[config.mk]
export PLATFORM = sky130hd
export DESIGN_NAME = hdlc_rxq_status
export DESIGN_NICKNAME = d
export VERILOG_FILES = /design/src/rtl/hrq_pkg.sv /design/src/rtl/hrq_rx_ctrl.sv /design/src/rtl/hrq_byte_fifo.sv /design/src/rtl/hrq_evt_latch.sv /design/src/rtl/hdlc_rxq_status.sv
export SDC_FILE = /design/constraint.sdc
export NUM_CORES = 1
export LEC_CHECK = 0
export CAP_MARGIN = 20
export CORE_ASPECT_RATIO = 2
export CORE_MARGIN = 10
export CORE_UTILIZATION = 55
export CTS_CLUSTER_DIAMETER = 40
export CTS_CLUSTER_SIZE = 10
export DETAILED_ROUTE_END_ITERATION = 16
export PLACE_DENSITY = 0.73
export SLEW_MARGIN = 10
export SYNTH_ARGS = -nofsm -noshare
export SYNTH_HDL_FRONTEND = slang
export SYNTH_SLANG_ARGS = --single-unit
[constraint.sdc]
create_clock -name clk -period 3.6 [get_ports clk]
set_clock_uncertainty 0.15 [all_clocks]
set_input_delay 1.08 -clock clk [delete_from_list [all_inputs] [get_ports clk]]
set_output_delay 1.08 -clock clk [all_outputs]
set_load 0.05 [all_outputs]
[src/rtl/hrq_pkg.sv]
package hrq_pkg;

    typedef enum logic [1:0] {
        RX_IDLE = 2'd0,
        RX_PKT  = 2'd1,
        RX_DROP = 2'd2
    } rx_state_e;

    localparam int NUM_EV    = 6;
    localparam int EV_NEMPTY = 0;
    localparam int EV_WMARK  = 1;
    localparam int EV_START  = 2;
    localparam int EV_END    = 3;
    localparam int EV_HEAD   = 4;
    localparam int EV_OVRUN  = 5;

endpackage

[src/rtl/hrq_rx_ctrl.sv]
module hrq_rx_ctrl
    import hrq_pkg::*;
(
    input  logic clk,
    input  logic rst_n,
    input  logic in_valid,
    input  logic in_sop,
    input  logic in_eop,
    input  logic in_crc_err,
    input  logic in_abort,
    input  logic fifo_full,
    output logic wr_en,
    output logic wr_first,
    output logic ev_start,
    output logic ev_end,
    output logic ev_ovr
);

    rx_state_e state_q, state_d;
    logic      take;

    always_ff @(posedge clk or negedge rst_n) begin
        if (!rst_n) state_q <= RX_IDLE;
        else        state_q <= state_d;
    end

    always_comb begin
        state_d  = state_q;
        take     = 1'b0;
        wr_en    = 1'b0;
        ev_end   = 1'b0;
        ev_ovr   = 1'b0;
        ev_start = in_valid & in_sop;
        wr_first = in_sop;
        unique case (state_q)
            RX_IDLE: take = in_valid & in_sop;
            RX_PKT:  take = in_valid;
            RX_DROP: take = in_valid & in_sop;
            default: take = 1'b0;
        endcase
        if (take) begin
            if (in_abort) begin
                ev_end  = 1'b1;
                state_d = RX_IDLE;
            end else if (fifo_full) begin
                ev_ovr  = 1'b1;
                ev_end  = 1'b1;
                state_d = RX_DROP;
            end else begin
                wr_en = 1'b1;
                if (in_eop | in_crc_err) begin
                    ev_end  = 1'b1;
                    state_d = RX_IDLE;
                end else begin
                    state_d = RX_PKT;
                end
            end
        end
    end

    assert_ovr_closes_R3: assert property (@(posedge clk) disable iff (!rst_n)
        ev_ovr |-> ev_end);
    assert_no_write_when_full_R3: assert property (@(posedge clk) disable iff (!rst_n)
        fifo_full |-> !wr_en);
    assert_stray_dropped_R11: assert property (@(posedge clk) disable iff (!rst_n)
        (state_q != RX_PKT && !in_sop) |-> (!wr_en && !ev_end));
    assert_drop_leaves_on_sop_R3: assert property (@(posedge clk) disable iff (!rst_n)
        (state_q == RX_DROP && !(in_valid && in_sop)) |=> state_q == RX_DROP);

endmodule

[src/rtl/hrq_byte_fifo.sv]
module hrq_byte_fifo #(
    parameter int DEPTH = 64,
    parameter int DW    = 8,
    localparam int AW   = $clog2(DEPTH),
    localparam int CW   = AW + 1
) (
    input  logic          clk,
    input  logic          rst_n,
    input  logic          wr_en,
    input  logic [DW-1:0] wr_data,
    input  logic          wr_first,
    input  logic          pop,
    input  logic [AW-1:0] wm_level,
    output logic [DW-1:0] rd_data,
    output logic          rd_first,
    output logic [CW-1:0] count,
    output logic          empty,
    output logic          full,
    output logic          ev_nempty,
    output logic          ev_wmark,
    output logic          ev_head
);

    logic [DW:0]   mem [DEPTH];
    logic [AW-1:0] wr_ptr, rd_ptr;
    logic          do_pop;
    logic          empty_q, popped_q, above_q, above;

    assign empty  = (count == '0);
    assign full   = (count == CW'(DEPTH));
    assign do_pop = pop & ~empty;
    assign above  = (count > {1'b0, wm_level});

    always_ff @(posedge clk) begin
        if (wr_en) mem[wr_ptr] <= {wr_first, wr_data};
    end

    always_ff @(posedge clk or negedge rst_n) begin
        if (!rst_n) begin
            wr_ptr <= '0;
            rd_ptr <= '0;
            count  <= '0;
        end else begin
            if (wr_en)  wr_ptr <= wr_ptr + 1'b1;
            if (do_pop) rd_ptr <= rd_ptr + 1'b1;
            unique case ({wr_en, do_pop})
                2'b10:   count <= count + 1'b1;
                2'b01:   count <= count - 1'b1;
                default: count <= count;
            endcase
        end
    end

    always_ff @(posedge clk or negedge rst_n) begin
        if (!rst_n) begin
            empty_q  <= 1'b1;
            popped_q <= 1'b0;
            above_q  <= 1'b0;
        end else begin
            empty_q  <= empty;
            popped_q <= do_pop;
            above_q  <= above;
        end
    end

    assign rd_data   = mem[rd_ptr][DW-1:0];
    assign rd_first  = mem[rd_ptr][DW];
    assign ev_nempty = ~empty & empty_q;
    assign ev_wmark  = above & ~above_q;
    assign ev_head   = ~empty & rd_first & (empty_q | popped_q);

    assert_count_bound_R1: assert property (@(posedge clk) disable iff (!rst_n)
        count <= CW'(DEPTH));
    assert_count_step_R1: assert property (@(posedge clk) disable iff (!rst_n)
        1'b1 |=> (count == $past(count) || count == $past(count) + 1'b1
                  || count + 1'b1 == $past(count)));
    assert_nempty_from_zero_R8: assert property (@(posedge clk) disable iff (!rst_n)
        ev_nempty |-> count == CW'(1));
    assert_pop_empty_noop_R1: assert property (@(posedge clk) disable iff (!rst_n)
        (empty && !wr_en) |=> count == '0);

endmodule

[src/rtl/hrq_evt_latch.sv]
module hrq_evt_latch #(
    parameter int NEV = 6
) (
    input  logic           clk,
    input  logic           rst_n,
    input  logic [NEV-1:0] ev_in,
    input  logic           rd,
    input  logic           mask_wr,
    input  logic [NEV-1:0] mask_wdata,
    output logic [NEV-1:0] stat_q,
    output logic           irq
);

    logic [NEV-1:0] mask_q;

    always_ff @(posedge clk or negedge rst_n) begin
        if (!rst_n) begin
            stat_q <= '0;
            mask_q <= '0;
        end else begin
            stat_q <= (rd ? '0 : stat_q) | ev_in;
            if (mask_wr) mask_q <= mask_wdata;
        end
    end

    assign irq = |(stat_q & mask_q);

    assert_event_kept_R9: assert property (@(posedge clk) disable iff (!rst_n)
        (|ev_in) |=> ((stat_q & $past(ev_in)) == $past(ev_in)));
    assert_clear_on_read_R9: assert property (@(posedge clk) disable iff (!rst_n)
        (rd && ev_in == '0) |=> stat_q == '0);
    assert_bits_sticky_R9: assert property (@(posedge clk) disable iff (!rst_n)
        !rd |=> ((stat_q & $past(stat_q)) == $past(stat_q)));
    assert_irq_quiet_R10: assert property (@(posedge clk) disable iff (!rst_n)
        (stat_q == '0) |-> !irq);

endmodule

[src/rtl/hdlc_rxq_status.sv]
module hdlc_rxq_status
    import hrq_pkg::*;
#(
    parameter int DEPTH = 64,
    parameter int DW    = 8,
    localparam int AW   = $clog2(DEPTH),
    localparam int CW   = AW + 1
) (
    input  logic          clk,
    input  logic          rst_n,
    input  logic          in_valid,
    input  logic [DW-1:0] in_data,
    input  logic          in_sop,
    input  logic          in_eop,
    input  logic          in_crc_err,
    input  logic          in_abort,
    input  logic [AW-1:0] wm_level,
    input  logic          out_pop,
    output logic [DW-1:0] out_data,
    output logic          out_first,
    output logic          out_avail,
    output logic [CW-1:0] fill_count,
    input  logic          stat_rd,
    output logic [7:0]    stat_rdata,
    input  logic          mask_wr,
    input  logic [NUM_EV-1:0] mask_wdata,
    output logic          irq
);

    logic wr_en, wr_first, fifo_empty, fifo_full;
    logic ev_start, ev_end, ev_ovr, ev_nempty, ev_wmark, ev_head;
    logic [NUM_EV-1:0] ev_vec, stat_q;

    hrq_rx_ctrl u_ctrl (
        .clk        (clk),
        .rst_n      (rst_n),
        .in_valid   (in_valid),
        .in_sop     (in_sop),
        .in_eop     (in_eop),
        .in_crc_err (in_crc_err),
        .in_abort   (in_abort),
        .fifo_full  (fifo_full),
        .wr_en      (wr_en),
        .wr_first   (wr_first),
        .ev_start   (ev_start),
        .ev_end     (ev_end),
        .ev_ovr     (ev_ovr)
    );

    hrq_byte_fifo #(.DEPTH(DEPTH), .DW(DW)) u_fifo (
        .clk       (clk),
        .rst_n     (rst_n),
        .wr_en     (wr_en),
        .wr_data   (in_data),
        .wr_first  (wr_first),
        .pop       (out_pop),
        .wm_level  (wm_level),
        .rd_data   (out_data),
        .rd_first  (out_first),
        .count     (fill_count),
        .empty     (fifo_empty),
        .full      (fifo_full),
        .ev_nempty (ev_nempty),
        .ev_wmark  (ev_wmark),
        .ev_head   (ev_head)
    );

    always_comb begin
        ev_vec            = '0;
        ev_vec[EV_NEMPTY] = ev_nempty;
        ev_vec[EV_WMARK]  = ev_wmark;
        ev_vec[EV_START]  = ev_start;
        ev_vec[EV_END]    = ev_end;
        ev_vec[EV_HEAD]   = ev_head;
        ev_vec[EV_OVRUN]  = ev_ovr;
    end

    hrq_evt_latch #(.NEV(NUM_EV)) u_latch (
        .clk        (clk),
        .rst_n      (rst_n),
        .ev_in      (ev_vec),
        .rd         (stat_rd),
        .mask_wr    (mask_wr),
        .mask_wdata (mask_wdata),
        .stat_q     (stat_q),
        .irq        (irq)
    );

    assign out_avail  = ~fifo_empty;
    assign stat_rdata = {{(8 - NUM_EV){1'b0}}, stat_q};

    assert_upper_bits_zero_R9: assert property (@(posedge clk) disable iff (!rst_n)
        stat_rdata[7:6] == 2'b00);
    assert_avail_matches_count_R1: assert property (@(posedge clk) disable iff (!rst_n)
        out_avail == (fill_count != '0));

endmodule

==> results.py <==
metrics = {
    "detailed_routing": {
        "route.top_layer_used": "met4",
        "drt-initial-drc-count": 1075,
        "wl_per_cell_um": 27.8,
        "firstDrtPassIters": 5,
        "wl_met3_um": 2500,
        "m1WireLength_um": 18800,
        "finalWirelength_um": 54400,
        "via_count": 11939,
        "antenna_left": 0,
        "post-route-drc-count": 0,
        "wl_met2_um": 30800,
        "viasPerCell": 6.11,
    },
    "place": {
        "gp_congestion": 0.802,
        "place_hpwl_um": 35200,
        "port_buffers": 53,
    },
    "yosys": {
        "synth_seq_cells": 612,
        "ys.flop_type": "edfxtp_1",
        "synth_top_area_share_pct": 71.9,
        "yosysSeqAreaShare_pct": 75.6,
        "yosysUniqueCellTypes": 50,
        "ys_warn_count": 0,
        "yosysTopAreaCell": "edfxtp_1",
        "synth.avg_cell_area_um2": 21.2,
        "synthCells": 1135,
        "yosys-top-cells-area": "edfxtp_1 72%, mux4_2 15%, dfrtp_1 3.6%",
        "ys_async_sr_fraction_pct": 5.88,
        "synth_edf_count": 576,
        "syn_area_um2": 24100,
    },
    "sta": {
        "whs_ns": 0.347,
        "fin_tns_setup_ns": -5.74,
        "worst_slack_ns": -0.686,
        "relSlewSlack_pct": 41.8,
        "setup_viol": 9,
        "finalHoldViolations": 0,
        "rsz0062_at_grt": "true",
        "final.period_utilization_pct": 119,
        "fin_crit_ns": 4.29,
        "max_slew.worst_pin.slew_ns": 0.873,
        "fmax_mhz": 233,
        "drv_slew": 0,
    },
    "worst_setup_path": {
        "r2r_setup_slack_ns": 0.43,
        "start_kind": "flip-flop",
        "worstPathArrival_ns": 3.06,
        "crit_required_ns": 2.37,
        "worst-r2r-cell-count": 12,
        "path_max_fanout": 8,
        "r2r_start": "u_fifo.count[3]$_DFFE_PN0P_",
        "r2r-end": "u_fifo.count[6]$_DFFE_PN0P_",
        "cp-end-kind": "output port",
        "crit_type": "reg2out",
    },
    "grt": {
        "grt_overflow": 0,
        "grt_pass1_vias": 13023,
        "track_usage_pct": 20.7,
        "grt_max_degree": 67,
        "antenna_found_initial": 0,
        "grt_pass1_wl_um": 81800,
    },
    "floorplan": {
        "num_rows": 108,
        "initial_core_util_pct": 55.5,
        "die_x_um": 168,
        "coreArea_um2": 43400,
        "dieArea_um2": 53000,
        "fp.dieH_um": 316,
        "io_pins": 56,
    },
    "outcome": {
        "status": "finished, violations left",
        "violations": "setup timing",
    },
    "cts": {
        "clkTransAtPathRegs_ns": 0.05,
        "ctsHoldBuffers": 0,
        "root_buffer": "clkbuf_16",
        "clkLatencyLatePin_ns": 0.58,
        "cts_buffers": 72,
        "cts_tree": "yes",
        "htree_levels": 3,
        "cts.sinks": 612,
        "cts_buffer_depth": 3,
    },
    "power_and_ir_drop": {
        "p_leak_nw": 9.59,
        "ir_drop_v": 0.000911,
        "p_per_area_nw_per_um2": 783,
    },
    "worst_hold_path": {
        "hp-class": "reg2reg",
        "hold_depth": 2,
        "holdPathEnd": "u_ctrl.state_q[1]$_DFFE_PN0P_",
        "min-delay-start": "u_ctrl.state_q[1]$_DFFE_PN0P_",
    },
    "flow_run": {
        "maxCapViolations": 0,
    },
    "cells_and_area": {
        "final_nets": 1416,
        "fillers": 2700,
        "layout_common_cells": "576 x edfxtp_1, 164 x mux4_2, 138 x buf_4, 80 x nor2_1, 74 x clkbuf_16",
        "area_growth_syn_to_layout_pct": 19.0,
        "layout-drive-gt1-share_pct": 33.4,
        "final_common_cell": "edfxtp_1",
        "antenna_cells": 0,
    },
}
==> worst max path at each step <==
stage          cells past startpoint                     endpoint                          from
2_1_floorplan                     12  u_fifo.count[6]$_DFFE_PN0P_   u_fifo.count[3]$_DFFE_PN0P_
3_3_place_gp                      12  u_fifo.count[6]$_DFFE_PN0P_                      in_valid
5_1_grt                            8                  out_data[7]  u_fifo.rd_ptr[0]$_DFFE_PN0P_
6_report                           8                  out_data[4]  u_fifo.rd_ptr[0]$_DFFE_PN0P_
3_5_place_dp                      12  u_fifo.count[6]$_DFFE_PN0P_                      in_valid
4_1_cts                            9                  out_data[7]  u_fifo.rd_ptr[0]$_DFFE_PN0P_
==> cells by family (layout without fill, tap and decap cells) <==
kind of cell             after synthesis  count (layout)  synth area share [%]
other                                  1               2                0.0156
flip-flops                           612             612                  75.6
buffers and inverters                 76             345                  1.56
AND/OR/NAND/NOR                      158             158                  2.95
adder cells (fa/ha/maj)               15              15                 0.811
XOR/XNOR                              15              15                 0.546
AO/OA/AOI/OAI                         61              61                  1.73
multiplexers                         197             197                  16.8
==> metrics by stage <==
step	util (%)	cells	power, mW	cell area, um^2	worst slack [ns]
4_1_cts	65.9	1949	22.5	28600	-0.715
5_1_grt	66.0	1955	23.2	28600	-0.727
3_3_place_gp	60.4	1827	15.4	26200	-0.257
2_1_floorplan	-	1136	12.9	24100	0.00832
3_5_place_dp	60.4	1827	15.5	26200	-0.347
6_report	66.0	1955	22.4	28600	-0.686
==> sequential cells by signal (all words and copies together) (netlist names) <==
| signal | count |
|---|---|
| u_ctrl.state_q | 2 |
| u_fifo.above_q | 1 |
| u_fifo.count | 7 |
| u_fifo.empty_q | 1 |
| u_fifo.mem | 576 |
| u_fifo.popped_q | 1 |
| u_fifo.rd_ptr | 6 |
| u_fifo.wr_ptr | 6 |
| u_latch.mask_q | 6 |
| u_latch.stat_q | 6 |
==> synth_stat cells (8+ instances only) <==
cell type / count
buf_2: 16
o21ai_0: 8
o22ai_1: 17
a22oi_1: 15
xnor2_1: 9
nand2_1: 29
buf_1: 13
dfrtp_1: 35
ha_1: 14
mux2i_1: 25
inv_1: 17
edfxtp_1: 576
mux4_2: 164
mux2_2: 8
nor2_1: 85
buf_4: 9
nand3_1: 10
clkbuf_1: 16
==> layout make-up <==
cell class	instances	area [um^2]	share of cell area, %
Sequential cell	612	18200	63.6
Timing Repair Buffer	220	2060	7.21
Inverter	17	63.8	0.223
Tap cell	550	688	2.40
Multi-Input combinational cell	448	5610	19.6
Clock inverter	9	62.6	0.218
Clock buffer	99	1950	6.79
==> what timing repair did <==
item	CTS	global route
cloned	3	0
pin swaps	11	2
buffers inserted	12	7
setup endpoints to repair	9	10
resized for setup	50	7
==> report_power, final <==
group	internal [mW]	total, mW	switching (mW)
combinational	3.81	7.81	4.00
clock	3.73	6.32	2.59
sequential	8.01	8.28	0.273
==> routing by layer <==
metal	vias to the layer above	track usage, %
li1	5120	-
met1	6263	22.2
met2	442	38.1
met3	114	3.48
met5	-	0
met4	0	10.3
==> worst max-delay path, stage by stage (launching register included) <==
cell	delay, ns
dfrtp_4	0.51
buf_12	0.16
buf_6	0.10
mux4_2	0.53
mux4_2	0.53
o22ai_2	0.26
buf_6	0.15
nor2_2	0.06
buf_6	0.17
No activity file was read; power rests on OpenSTA's default activity.
